File: src/rtl/alm_pkg.sv
// Package: shared constants for the alarm/pin controller.
// Assumes an 8-bit register port with the control register at address 0.
package alm_pkg;
    localparam int CTRL_ADDR = 0;
    localparam int CAL_BIT   = 2;
    localparam int AEN_BIT   = 3;
    localparam int FREQ_LSB  = 4;
    localparam int FLAG_BIT  = 6;
    localparam int SEL_BIT   = 7;
    localparam int CAL_TAP   = 1;

    // Output pin function, in priority order
    typedef enum logic [1:0] {
        PIN_CAL   = 2'd0,
        PIN_SQW   = 2'd1,
        PIN_ALARM = 2'd2,
        PIN_OFF   = 2'd3
    } pin_fn_e;
endpackage

File: src/rtl/alm_regs.sv
// alm_regs: holds the control bits and the alarm field registers, and
// builds the read data. Assumes the flag lives elsewhere and is shown in
// the control read-back. A read of the control address raises clr_req.
module alm_regs #(
    parameter int NUM_FIELDS = 5,
    parameter int FW         = 8,
    parameter int AW         = 3,
    parameter int SEL_W      = 2
) (
    input  logic                     clk,
    input  logic                     rst_n,
    input  logic                     reg_we,
    input  logic                     reg_re,
    input  logic [AW-1:0]            reg_addr,
    input  logic [FW-1:0]            reg_wdata,
    input  logic                     flag,
    output logic [FW-1:0]            reg_rdata,
    output logic                     cal_en,
    output logic                     aen,
    output logic                     alm_sel,
    output logic [SEL_W-1:0]         freq_code,
    output logic [NUM_FIELDS*FW-1:0] alarm_flat,
    output logic                     clr_req
);
    import alm_pkg::*;

    localparam logic [FW-1:0] ALM_RST = FW'(1) << (FW - 1);

    logic            ctrl_hit;
    logic [FW-1:0]   alm_q [NUM_FIELDS];

    assign ctrl_hit = (reg_addr == AW'(CTRL_ADDR));
    assign clr_req  = reg_re && ctrl_hit;

    // Control register: written at the control address, flag bit excluded
    always_ff @(posedge clk) begin
        if (!rst_n) begin
            cal_en    <= 1'b0;
            aen       <= 1'b0;
            alm_sel   <= 1'b0;
            freq_code <= '0;
        end else if (reg_we && ctrl_hit) begin
            cal_en    <= reg_wdata[CAL_BIT];
            aen       <= reg_wdata[AEN_BIT];
            alm_sel   <= reg_wdata[SEL_BIT];
            freq_code <= reg_wdata[FREQ_LSB +: SEL_W];
        end
    end

    genvar gi;
    generate
        for (gi = 0; gi < NUM_FIELDS; gi++) begin : g_alm
            // Alarm field register gi, at address gi+1
            always_ff @(posedge clk) begin
                if (!rst_n)
                    alm_q[gi] <= ALM_RST;
                else if (reg_we && reg_addr == AW'(gi + 1))
                    alm_q[gi] <= reg_wdata;
            end
            assign alarm_flat[gi*FW +: FW] = alm_q[gi];
        end
    endgenerate

    // Read mux: control image or one alarm field, zero elsewhere
    always_comb begin
        reg_rdata = '0;
        if (ctrl_hit) begin
            reg_rdata[CAL_BIT]             = cal_en;
            reg_rdata[AEN_BIT]             = aen;
            reg_rdata[FREQ_LSB +: SEL_W]   = freq_code;
            reg_rdata[FLAG_BIT]            = flag;
            reg_rdata[SEL_BIT]             = alm_sel;
        end else begin
            for (int i = 0; i < NUM_FIELDS; i++)
                if (reg_addr == AW'(i + 1))
                    reg_rdata = alm_q[i];
        end
    end
endmodule

File: src/rtl/alm_match.sv
// alm_match: compares each alarm field against the current time field.
// Assumes the MSB of an alarm field is an active-low compare select; a
// selected field needs the time field to equal {0, value[FW-2:0]}.
module alm_match #(
    parameter int NUM_FIELDS = 5,
    parameter int FW         = 8
) (
    input  logic [NUM_FIELDS*FW-1:0] alarm_flat,
    input  logic [NUM_FIELDS*FW-1:0] cur_time,
    output logic                     all_hit
);
    logic [NUM_FIELDS-1:0] hit;

    genvar gi;
    generate
        for (gi = 0; gi < NUM_FIELDS; gi++) begin : g_cmp
            logic          skip;
            logic [FW-1:0] want;
            // Field gi: passes when left out or when value equals time
            assign skip    = alarm_flat[gi*FW + FW - 1];
            assign want    = {1'b0, alarm_flat[gi*FW +: FW-1]};
            assign hit[gi] = skip || (want == cur_time[gi*FW +: FW]);
        end
    endgenerate

    assign all_hit = &hit;
endmodule

File: src/rtl/alm_flag.sv
// alm_flag: sticky alarm flag. Set on a tick with a full match, cleared
// by a control read; a set in the same cycle wins over the clear.
// Assumes the tick is a single-cycle pulse.
module alm_flag (
    input  logic clk,
    input  logic rst_n,
    input  logic tick,
    input  logic hit,
    input  logic clr,
    output logic flag_q
);
    // Flag register: set has priority over clear
    always_ff @(posedge clk) begin
        if (!rst_n)
            flag_q <= 1'b0;
        else if (tick && hit)
            flag_q <= 1'b1;
        else if (clr)
            flag_q <= 1'b0;
    end

    // a rising flag needs a matching tick one cycle earlier
    a_r4_rise_needs_tick: assert property (@(posedge clk) disable iff (!rst_n)
        $rose(flag_q) |-> ($past(tick) && $past(hit)));

    // a set flag only falls after a control read
    a_r5_hold_until_read: assert property (@(posedge clk) disable iff (!rst_n)
        $fell(flag_q) |-> $past(clr));
endmodule

File: src/rtl/alm_pin_sel.sv
// alm_pin_sel: picks the function of the shared open-drain pin in the
// order calibration, square wave, alarm, released. The output is a
// drive-low enable; a high level on a clock function means released.
module alm_pin_sel #(
    parameter int NUM_TAPS = 4,
    parameter int SEL_W    = 2
) (
    input  logic                cal_en,
    input  logic                alm_sel,
    input  logic                aen,
    input  logic [SEL_W-1:0]    freq_code,
    input  logic [NUM_TAPS-1:0] taps,
    input  logic                flag,
    output logic                pull_low
);
    import alm_pkg::*;

    pin_fn_e fn;

    // Function decode by priority
    always_comb begin
        if (cal_en)        fn = PIN_CAL;
        else if (!alm_sel) fn = PIN_SQW;
        else if (aen)      fn = PIN_ALARM;
        else               fn = PIN_OFF;
    end

    // Drive-low enable for the chosen function
    always_comb begin
        case (fn)
            PIN_CAL:   pull_low = !taps[CAL_TAP];
            PIN_SQW:   pull_low = !taps[freq_code];
            PIN_ALARM: pull_low = flag;
            default:   pull_low = 1'b0;
        endcase
    end
endmodule

File: src/rtl/alarm_pin_ctl.sv
// alarm_pin_ctl: top of the alarm match and shared output controller.
// Assumes sec_tick is a one-cycle pulse issued after each time update
// and that cur_time holds BCD fields {month, date, hours, min, sec}.
module alarm_pin_ctl #(
    parameter int NUM_FIELDS = 5,
    parameter int FW         = 8,
    parameter int AW         = 3,
    parameter int NUM_TAPS   = 4
) (
    input  logic                     clk,
    input  logic                     rst_n,
    input  logic                     sec_tick,
    input  logic [NUM_FIELDS*FW-1:0] cur_time,
    input  logic [NUM_TAPS-1:0]      div_taps,
    input  logic                     reg_we,
    input  logic                     reg_re,
    input  logic [AW-1:0]            reg_addr,
    input  logic [FW-1:0]            reg_wdata,
    output logic [FW-1:0]            reg_rdata,
    output logic                     alarm_flag,
    output logic                     pin_pull_low
);
    localparam int SEL_W = $clog2(NUM_TAPS);

    logic                     cal_en;
    logic                     aen;
    logic                     alm_sel;
    logic [SEL_W-1:0]         freq_code;
    logic [NUM_FIELDS*FW-1:0] alarm_flat;
    logic                     clr_req;
    logic                     all_hit;
    logic [NUM_FIELDS-1:0]    skip_bits;

    alm_regs #(.NUM_FIELDS(NUM_FIELDS), .FW(FW), .AW(AW), .SEL_W(SEL_W)) regs_i (
        .clk(clk), .rst_n(rst_n), .reg_we(reg_we), .reg_re(reg_re),
        .reg_addr(reg_addr), .reg_wdata(reg_wdata), .flag(alarm_flag),
        .reg_rdata(reg_rdata), .cal_en(cal_en), .aen(aen), .alm_sel(alm_sel),
        .freq_code(freq_code), .alarm_flat(alarm_flat), .clr_req(clr_req)
    );

    alm_match #(.NUM_FIELDS(NUM_FIELDS), .FW(FW)) match_i (
        .alarm_flat(alarm_flat), .cur_time(cur_time), .all_hit(all_hit)
    );

    alm_flag flag_i (
        .clk(clk), .rst_n(rst_n), .tick(sec_tick), .hit(all_hit),
        .clr(clr_req), .flag_q(alarm_flag)
    );

    alm_pin_sel #(.NUM_TAPS(NUM_TAPS), .SEL_W(SEL_W)) pin_i (
        .cal_en(cal_en), .alm_sel(alm_sel), .aen(aen), .freq_code(freq_code),
        .taps(div_taps), .flag(alarm_flag), .pull_low(pin_pull_low)
    );

    genvar gi;
    generate
        for (gi = 0; gi < NUM_FIELDS; gi++) begin : g_skip
            assign skip_bits[gi] = alarm_flat[gi*FW + FW - 1];
        end
    endgenerate

    // with every field left out, each tick sets the flag
    a_r3_every_tick: assert property (@(posedge clk) disable iff (!rst_n)
        (sec_tick && (&skip_bits)) |=> alarm_flag);

    // in alarm mode the pin follows the sticky flag
    a_r10_alarm_pin: assert property (@(posedge clk) disable iff (!rst_n)
        (!cal_en && alm_sel && aen) |-> (pin_pull_low == alarm_flag));
endmodule

File: config.mk
export PLATFORM = sky130hd
export DESIGN_NAME = alarm_pin_ctl
export DESIGN_NICKNAME = d
export VERILOG_FILES = /design/src/rtl/alm_pkg.sv /design/src/rtl/alm_regs.sv /design/src/rtl/alm_match.sv /design/src/rtl/alm_flag.sv /design/src/rtl/alm_pin_sel.sv /design/src/rtl/alarm_pin_ctl.sv
export SDC_FILE = /design/constraint.sdc
export NUM_CORES = 1
export LEC_CHECK = 0
export ABC_CLOCK_PERIOD_IN_PS = 4900
export BUFFER_PORTS_ARGS = -buffer_cell sky130_fd_sc_hd__buf_4
export CORE_MARGIN = 2
export CORE_UTILIZATION = 35
export CTS_BUF_LIST = sky130_fd_sc_hd__clkbuf_2
export CTS_CLUSTER_DIAMETER = 50
export DETAILED_ROUTE_END_ITERATION = 10
export PLACE_DENSITY = 0.64
export SLEW_MARGIN = 20
export SYNTH_ARGS = -nofsm -noshare
export SYNTH_HDL_FRONTEND = slang
export SYNTH_SLANG_ARGS = --single-unit
File: constraint.sdc
create_clock -name clk -period 4.9 [get_ports clk]
set_input_delay 0.98 -clock clk [delete_from_list [all_inputs] [get_ports clk]]
set_output_delay 0.98 -clock clk [all_outputs]
set_load 0.01 [all_outputs]
==> impl_metrics.json <==
{
  "diodes": 0,
  "relSlewSlack": 0.487,
  "routed_wl_um": 6950,
  "dp_cells": 385,
  "htreeDepth": 2,
  "hold_path_class": "register to register",
  "timing.fmax_mhz": 315,
  "maxCapViolCount": 0,
  "yosys_warnings": 0,
  "final_cells": 393,
  "rows": 31,
  "synthTopCellsByArea": "edfxtp_1 (46%), xor2_1 (12%), and2_1 (8.4%)",
  "p_total_mw": 0.837,
  "ys_seq_area_frac": 0.505,
  "viasPerCell": 5.12,
  "synth_simple_gate_area_frac": 0.177,
  "yosysTopAreaCellShare": 0.459,
  "vias": 2013,
  "slew_viol_final": 0,
  "grt_remaining_overflow": 0,
  "synth_top_family_by_area": "simple AND/OR/NAND/NOR gates",
  "skew_ns": 0.0304,
  "cts_inserted_buffers": 5,
  "dieWidth_um": 90.4,
  "multiInputGateArea_mm2": 0.00127,
  "tns_ns": 0,
  "synth-compound-area-share": 0.0971,
  "min_period_over_period": 0.648,
  "place.port_buffers": 69,
  "synthMuxAreaShare": 0.0914,
  "syn_area_mm2": 0.00262,
  "clk_path_buf_depth": 2,
  "cp.required_ns": 3.92,
  "rsz0062_at_grt": "false",
  "ant_nets": 0,
  "drc": 0,
  "finalSetupViolCount": 0,
  "cts_resized": 0,
  "synth.distinct_cells": 30,
  "ir_drop_uv": 120,
  "start_kind": "primary input",
  "hpwl_um": 5380,
  "hold_viol": 0,
  "synth_xor_area_frac": 0.117,
  "avgRoutedWirePerCell_um": 17.7,
  "syn_inst": 224,
  "start_util": 0.361,
  "critical_path_class": "primary input to primary output",
  "die_h_um": 90.4,
  "synthArstFlopShare": 0,
  "post-place-ws_ns": 1.78,
  "grt_max_degree": 25,
  "finalCriticalPeriod_ns": 3.18,
  "globalplace.congestion": 0.862,
  "cts_tree": "done",
  "cts_sinks": 46,
  "status": "finished, final reports clean",
  "syn-num-nets": 284,
  "insertion_delay_ns": 0.43,
  "path_clk_slew_ns": 0.23,
  "synth-edff-count": 40,
  "hold_ws_ns": 0.583,
  "first_iter_violations": 146,
  "post_cts_buffers": 0,
  "register_area_mm2": 0.00132,
  "critical_path_arrival_ns": 2.20,
  "syn_to_final_growth_pct": 26.4,
  "antenna_found_initial": 0,
  "synthAdderAreaFrac": 0,
  "dieArea_mm2": 0.00818,
  "p_per_area_mw_per_mm2": 253,
  "synth_top_cell_by_area": "edfxtp_1",
  "io_pins": 70,
  "ys.flop_type": "edfxtp_1",
  "grt_pass1_vias": 1941,
  "ys_seq_elements": 46,
  "p_leak_nw": 1.28,
  "first_pass_iters": 4,
  "synth.avg_cell_area_um2": 11.7,
  "track_usage": 0.174,
  "fin_nets": 353,
  "critPathMaxFanout": 24,
  "end_kind": "primary output",
  "coreArea_mm2": 0.00725,
  "hold_buffers": 0,
  "cts-root-buf": "clkbuf_2",
  "layout-drive-gt1-share": 0.330,
  "grt_pass1_wl_um": 10800,
  "fillers": 708,
  "fin_ws_ns": 1.72,
  "worst_pin_slew_ns": 0.764
}
-- metal layers --
layer / vias up / wire length [um] / track usage
met5: - / 0 / 0
met4: 0 / 70 / 0.0474
met3: 6 / 395 / 0.0309
met2: 75 / 3470 / 0.289
met1: 966 / 3010 / 0.235
li1: 966 / - / -
-- area by class of cell --
type,count,area share
Sequential cell,46,0.400
Clock buffer,6,0.00908
Tap cell,99,0.0375
Multi-Input combinational cell,170,0.383
Clock inverter,2,0.0114
Timing Repair Buffer,70,0.159
-- cells by family after synthesis --
kind of cell	Yosys count
compound gates	37
simple gates	76
buf+inv	8
flops	46
mux	22
xor+xnor	35
-- power by group --
part           switching, mW  internal (mW)  total, mW
Combinational         0.0745         0.0808      0.155
Sequential            0.0196          0.450      0.470
Clock                  0.124         0.0881      0.212
Total                  0.218          0.619      0.837
-- worst max-delay path: stages --
cell and delay (ns):
buf_4 0.26, nor2b_1 0.40, a22oi_1 0.15, o22ai_1 0.23, buf_4 0.17
-- synth_stat cells (all sizes together), types with 2 or more instances --
| master | number |
|---|---|
| clkbuf | 7 |
| or3 | 4 |
| a21oi | 6 |
| nand2 | 3 |
| mux2i | 7 |
| mux2 | 15 |
| o21ai | 4 |
| nor4 | 10 |
| nor3 | 2 |
| a22oi | 14 |
| and2 | 35 |
| xor2 | 35 |
| nand2b | 4 |
| o22ai | 8 |
| dfxtp | 6 |
| nor2 | 7 |
| nor2b | 7 |
| edfxtp | 40 |
-- stage by stage --
step / utilization / cell area [um^2]
after global routing: 0.456 / 3310
final: 0.456 / 3310
after global placement: 0.446 / 3230
after detailed placement: 0.446 / 3240
after floorplan: - / 2620
after CTS: 0.456 / 3310
-- final timing paths --
check / startpoint / end / slack (ns) / cells after the start
min reg2reg: regs_i.aen / regs_i.aen / 0.58 / 2
min: regs_i.aen / regs_i.aen / 0.58 / 2
max reg2reg: regs_i.alm_q[0][6] / flag_i.flag_q / 2.94 / 5
max: reg_addr[0] / reg_rdata[7] / 1.72 / 5
-- state kept, by name, summed over array words and instances, names as in the netlist --
| name | flops |
|---|---|
| regs_i.cal_en | 1 |
| flag_i.flag_q | 1 |
| regs_i.alm_sel | 1 |
| regs_i.freq_code | 2 |
| regs_i.aen | 1 |
| regs_i.alm_q | 40 |
-- cell usage in the layout (no fill, tap or decap) --
cell,synthesis,routed
nand3_1,1,1
a21o_1,1,1
and2_1,35,35
o21ai_1,0,3
a22oi_1,14,14
nor4b_1,1,1
nor2b_1,7,7
nor4_2,1,1
nand2_1,3,3
buf_4,0,70
o22ai_1,8,8
nor4_1,9,9
xor2_1,35,35
a311oi_1,1,1
o32ai_2,1,1
clkbuf_2,0,6
a21oi_1,6,6
nor3_2,1,1
mux2i_1,7,7
o21ai_0,4,1
or3_1,4,4
bufinv_16,0,1
edfxtp_1,40,40
mux2_2,15,15
clkinvlp_4,0,1
o31ai_2,0,1
nand2b_1,4,4
nand3b_1,1,1
a221oi_1,1,1
dfxtp_1,6,6
or4_1,1,1
nor2_1,7,7
nor3_1,1,1
(Power assumes the default switching activity.)
